--- config.mk ---
export PLATFORM = sky130hd
export DESIGN_NAME = gpio_data_port
export DESIGN_NICKNAME = d
export VERILOG_FILES = /design/src/rtl/gpio_port_pkg.sv /design/src/rtl/gpio_in_sync.sv /design/src/rtl/gpio_data_latch.sv /design/src/rtl/gpio_pin_mux.sv /design/src/rtl/gpio_data_port.sv
export SDC_FILE = /design/constraint.sdc
export NUM_CORES = 1
export LEC_CHECK = 0
export CAP_MARGIN = 20
export CORE_UTILIZATION = 40
export CTS_CLUSTER_SIZE = 24
export DETAILED_ROUTE_END_ITERATION = 7
export PLACE_DENSITY = 0.94
export SLEW_MARGIN = 0
export SYNTH_ARGS = -nofsm -noshare
export SYNTH_HDL_FRONTEND = slang
export SYNTH_SLANG_ARGS = --single-unit
export TNS_END_PERCENT = 20
--- constraint.sdc ---
create_clock -name clk -period 1.7 [get_ports clk]
set_clock_uncertainty 0.2 [all_clocks]
set_input_delay 0.34 -clock clk [delete_from_list [all_inputs] [get_ports clk]]
set_output_delay 0.34 -clock clk [all_outputs]
set_load 0.02 [all_outputs]
--- src/rtl/gpio_port_pkg.sv ---
package gpio_port_pkg;

  typedef enum logic [1:0] {
    PM_IN   = 2'b00,
    PM_OUT  = 2'b01,
    PM_RSVD = 2'b10,
    PM_ALT  = 2'b11
  } pin_mode_e;

  // Only the output mode lets the latch reach the pin and the read path.
  function automatic logic mode_drives(input logic [1:0] m);
    return m == PM_OUT;
  endfunction

endpackage

--- src/rtl/gpio_in_sync.sv ---
module gpio_in_sync #(
  parameter int WIDTH  = 9,
  parameter int STAGES = 2
) (
  input  logic             clk,
  input  logic             por_n,
  input  logic             mrst_n,
  input  logic [WIDTH-1:0] raw_in,
  output logic [WIDTH-1:0] synced
);

  logic [WIDTH-1:0] stg_q [STAGES];

  always_ff @(posedge clk or negedge por_n) begin
    if (!por_n) begin
      for (int s = 0; s < STAGES; s++) stg_q[s] <= '0;
    end else if (!mrst_n) begin
      for (int s = 0; s < STAGES; s++) stg_q[s] <= '0;
    end else begin
      stg_q[0] <= raw_in;
      for (int s = 1; s < STAGES; s++) stg_q[s] <= stg_q[s-1];
    end
  end

  assign synced = stg_q[STAGES-1];

endmodule

--- src/rtl/gpio_data_latch.sv ---
module gpio_data_latch #(
  parameter int NPINS = 9
) (
  input  logic             clk,
  input  logic             por_n,
  input  logic             wr_en,
  input  logic [NPINS-1:0] wr_bits,
  output logic [NPINS-1:0] latch_q
);

  // Power-on reset only: manual reset and gated clocks leave contents alone.
  always_ff @(posedge clk or negedge por_n) begin
    if (!por_n)     latch_q <= '0;
    else if (wr_en) latch_q <= wr_bits;
  end

endmodule

--- src/rtl/gpio_pin_mux.sv ---
module gpio_pin_mux
  import gpio_port_pkg::*;
#(
  parameter int NPINS = 9,
  parameter int BUS_W = 16
) (
  input  logic [2*NPINS-1:0] mode,
  input  logic [NPINS-1:0]   latch_q,
  input  logic [NPINS-1:0]   pin_sync,
  output logic [BUS_W-1:0]   rd_data,
  output logic [NPINS-1:0]   pin_out,
  output logic [NPINS-1:0]   pin_oe
);

  for (genvar n = 0; n < NPINS; n++) begin : g_pin
    logic drv;
    assign drv        = mode_drives(mode[2*n +: 2]);
    assign pin_oe[n]  = drv;
    assign pin_out[n] = drv & latch_q[n];
    assign rd_data[n] = drv ? latch_q[n] : pin_sync[n];
  end

  if (BUS_W > NPINS) begin : g_rsvd
    assign rd_data[BUS_W-1:NPINS] = '0;
  end

endmodule

--- src/rtl/gpio_data_port.sv ---
module gpio_data_port #(
  parameter int NPINS       = 9,
  parameter int BUS_W       = 16,
  parameter int SYNC_STAGES = 2
) (
  input  logic               clk,
  input  logic               por_n,
  input  logic               mrst_n,
  input  logic               wr_en,
  input  logic [BUS_W-1:0]   wr_data,
  input  logic [2*NPINS-1:0] mode,
  output logic [BUS_W-1:0]   rd_data,
  input  logic [NPINS-1:0]   pin_in,
  output logic [NPINS-1:0]   pin_out,
  output logic [NPINS-1:0]   pin_oe
);

  localparam int RSVD_W = BUS_W - NPINS;

  // Named internal wires, brought out for the checker.
  logic [NPINS-1:0] latch_q;
  logic [NPINS-1:0] pin_sync;
  logic [NPINS-1:0] wr_bits;
  logic             rsvd_wr_unused;

  assign wr_bits        = wr_data[NPINS-1:0];
  assign rsvd_wr_unused = (RSVD_W > 0) ? |wr_data[BUS_W-1:NPINS] : 1'b0;

  gpio_in_sync #(.WIDTH(NPINS), .STAGES(SYNC_STAGES)) u_sync (
    .clk    (clk),
    .por_n  (por_n),
    .mrst_n (mrst_n),
    .raw_in (pin_in),
    .synced (pin_sync)
  );

  gpio_data_latch #(.NPINS(NPINS)) u_latch (
    .clk     (clk),
    .por_n   (por_n),
    .wr_en   (wr_en),
    .wr_bits (wr_bits),
    .latch_q (latch_q)
  );

  gpio_pin_mux #(.NPINS(NPINS), .BUS_W(BUS_W)) u_mux (
    .mode     (mode),
    .latch_q  (latch_q),
    .pin_sync (pin_sync),
    .rd_data  (rd_data),
    .pin_out  (pin_out),
    .pin_oe   (pin_oe)
  );

endmodule

==> flow_metrics.tcl <==
set metrics [dict create \
    via_per_inst 4.176 \
    cpPeakStageDelay_ps 320 \
    drv_cap 0 \
    initial_core_util_pct 43.81 \
    finalHoldViolations 0 \
    synth_top_family_by_area "simple AND/OR/NAND/NOR gates" \
    drt_iter0_drc 4 \
    die_height_um 60.77 \
    netlist_instances 100 \
    ant_nets 0 \
    drv_slew 0 \
    crit_type "primary input to output port" \
    ir_drop_v 0.0003962 \
    cts_tree "built" \
    synth_mux_area_share_pct 19.57 \
    nets 209 \
    period_needed_ps 1686 \
    synth_seq_area_share_pct 48.91 \
    reg2reg_from "u_latch.latch_q[0]" \
    diodes 0 \
    synth_area_per_cell_um2 13.81 \
    syn_to_final_growth_pct 44.47 \
    holdWs_ps 166.6 \
    h-tree-depth 1 \
    rsz0062_at_grt "true" \
    worst_hold_path_type "primary input to async pin" \
    hpwl_um 2063 \
    gr-total-overflow 0 \
    path_cells "clkdlybuf4s15_1 -> nor2b_4 -> mux2_4 -> buf_6" \
    grt_pass1_wl_um 3774 \
    n_fill_cell 277 \
    grt_pass1_vias 878 \
    cts-buffers-inserted 3 \
    coreArea_mm2 0.003153 \
    cp_data_required_time_ps 1160 \
    yosys.area_share.xor_xnor_pct 0 \
    dieWidth_um 60.77 \
    synth_simple_gate_area_share_pct 21.20 \
    io_buffers 66 \
    p_per_area_mw_per_mm2 665.1 \
    grt_max_degree 28 \
    cts-root-buf "clkbuf_4" \
    finalSetupTns_ps 0 \
    cts_buffer_depth 2 \
    crit_fanout 3 \
    num_rows 20 \
    grt_usage_pct 13.98 \
    gp_routability_congestion 0.6337 \
    vias 856 \
    start_kind "primary input" \
    drive_above_1_share_pct 32.30 \
    dieArea_mm2 0.003692 \
    synth-compound-area-share_pct 0 \
    crit_start "mode[11]" \
    status "finished clean" \
    p_leak_uw 0.001014 \
    crit_path_end_kind "output port" \
    period_share_pct 99.19 \
    yosysWarnings 0 \
    drt_pass1_iterations 3 \
    synth_cell_types 7 \
    syn_area_mm2 0.001381 \
    antenna_found_initial 0 \
    max_freq_mhz 593.0 \
    ys_ff_latch 27 \
    cp.arrival_ps 1150 \
    reg2reg_slack_ps 710 \
    clk_pin_slew_ps 140 \
    setup_viol 0 \
    final_cell_mix "and2_1 (27), dfrtp_1 (27), clkdlybuf4s50_1 (21)" \
    post_cts_buffers 0 \
    clock_sinks 27 \
    synth_adder_area_share_pct 0 \
    totalWireLength_um 2547 \
    io_pins 81 \
    cpMaxStageDelayCell "mux2_4" \
    wire_per_inst_um 12.42 \
    insertion_delay_ps 300 \
    drc 0 \
]
==> critical path, delay by kind of cell <==
kind | cells | cell delay (ps)
simple gates | 1 | 150
mux | 1 | 320
buf+inv | 2 | 340
==> through the flow <==
step	total power, uW	worst slack [ps]	instances	util [%]	cell area, um^2
2_1_floorplan	924.1	349.4	106	-	1404
3_3_place_gp	1095	-615.1	201	64.33	2028
3_5_place_dp	1109	-664.8	201	64.33	2028
4_1_cts	1351	1.595	205	65.16	2054
5_1_grt	1395	-22.01	205	63.29	1996
6_report	1327	13.79	205	63.29	1996
==> Yosys cell counts <==
library cell  number  area, um^2
dfrtp_1           27       675.7
and2_1            27       168.9
mux2_4            18       270.3
nor2b_4            9       123.9
buf_4             17       127.6
conb_1             1       3.750
buf_6              1       11.26
==> worst paths after layout <==
| check | end | cells after the start |
|---|---|---|
| worst max register to register | u_latch.latch_q[0] | 1 |
| worst min-delay path | u_latch.latch_q[5] | 2 |
| worst max-delay path | rd_data[5] | 4 |
| max in group asynchronous | u_sync.stg_q[16] | 2 |
| min in group clk | u_sync.synced[7] | 1 |
| worst min register to register | u_sync.synced[7] | 1 |
==> area by class of cell <==
cell class                 instances  area, um^2  area share [%]
timing repair buffer              69       649.4           32.54
clock buffer                       4       26.28           1.317
multi-input combinational         61       589.3           29.53
sequential                        27       675.6           33.86
tap                               44       55.05           2.759
==> where the power goes <==
group          switching (uW)  total [uW]  internal, uW
clock                     169         261          91.5
combinational             150         364           213
sequential               20.8         703           682
==> logic make-up after synthesis <==
group / count (synthesis)
DFF: 27
buffers and inverters: 18
muxes: 18
and+or+nand+nor: 36
other: 1
==> sequential cells by signal, indices dropped and copies added, names as in the netlist <==
signal           count
u_sync.stg_q         9
u_latch.latch_q      9
u_sync.synced        9
==> repair_timing <==
action / 4_1_cts / 5_1_grt
setup endpoints to repair: 27 / 18
gates resized for setup: 117 / 11
hold buffers: 0 / 0
hold endpoints to repair: 0 / 0
==> routing by layer <==
metal	vias to the layer above	GRT usage (%)	share of wire (%)
met5	-	0	0
met4	0	2.922	0
met3	0	2.345	8.6
met2	48	28.10	54
met1	394	15.14	38
li1	414	-	-
No activity file was read; power rests on OpenSTA's default activity.
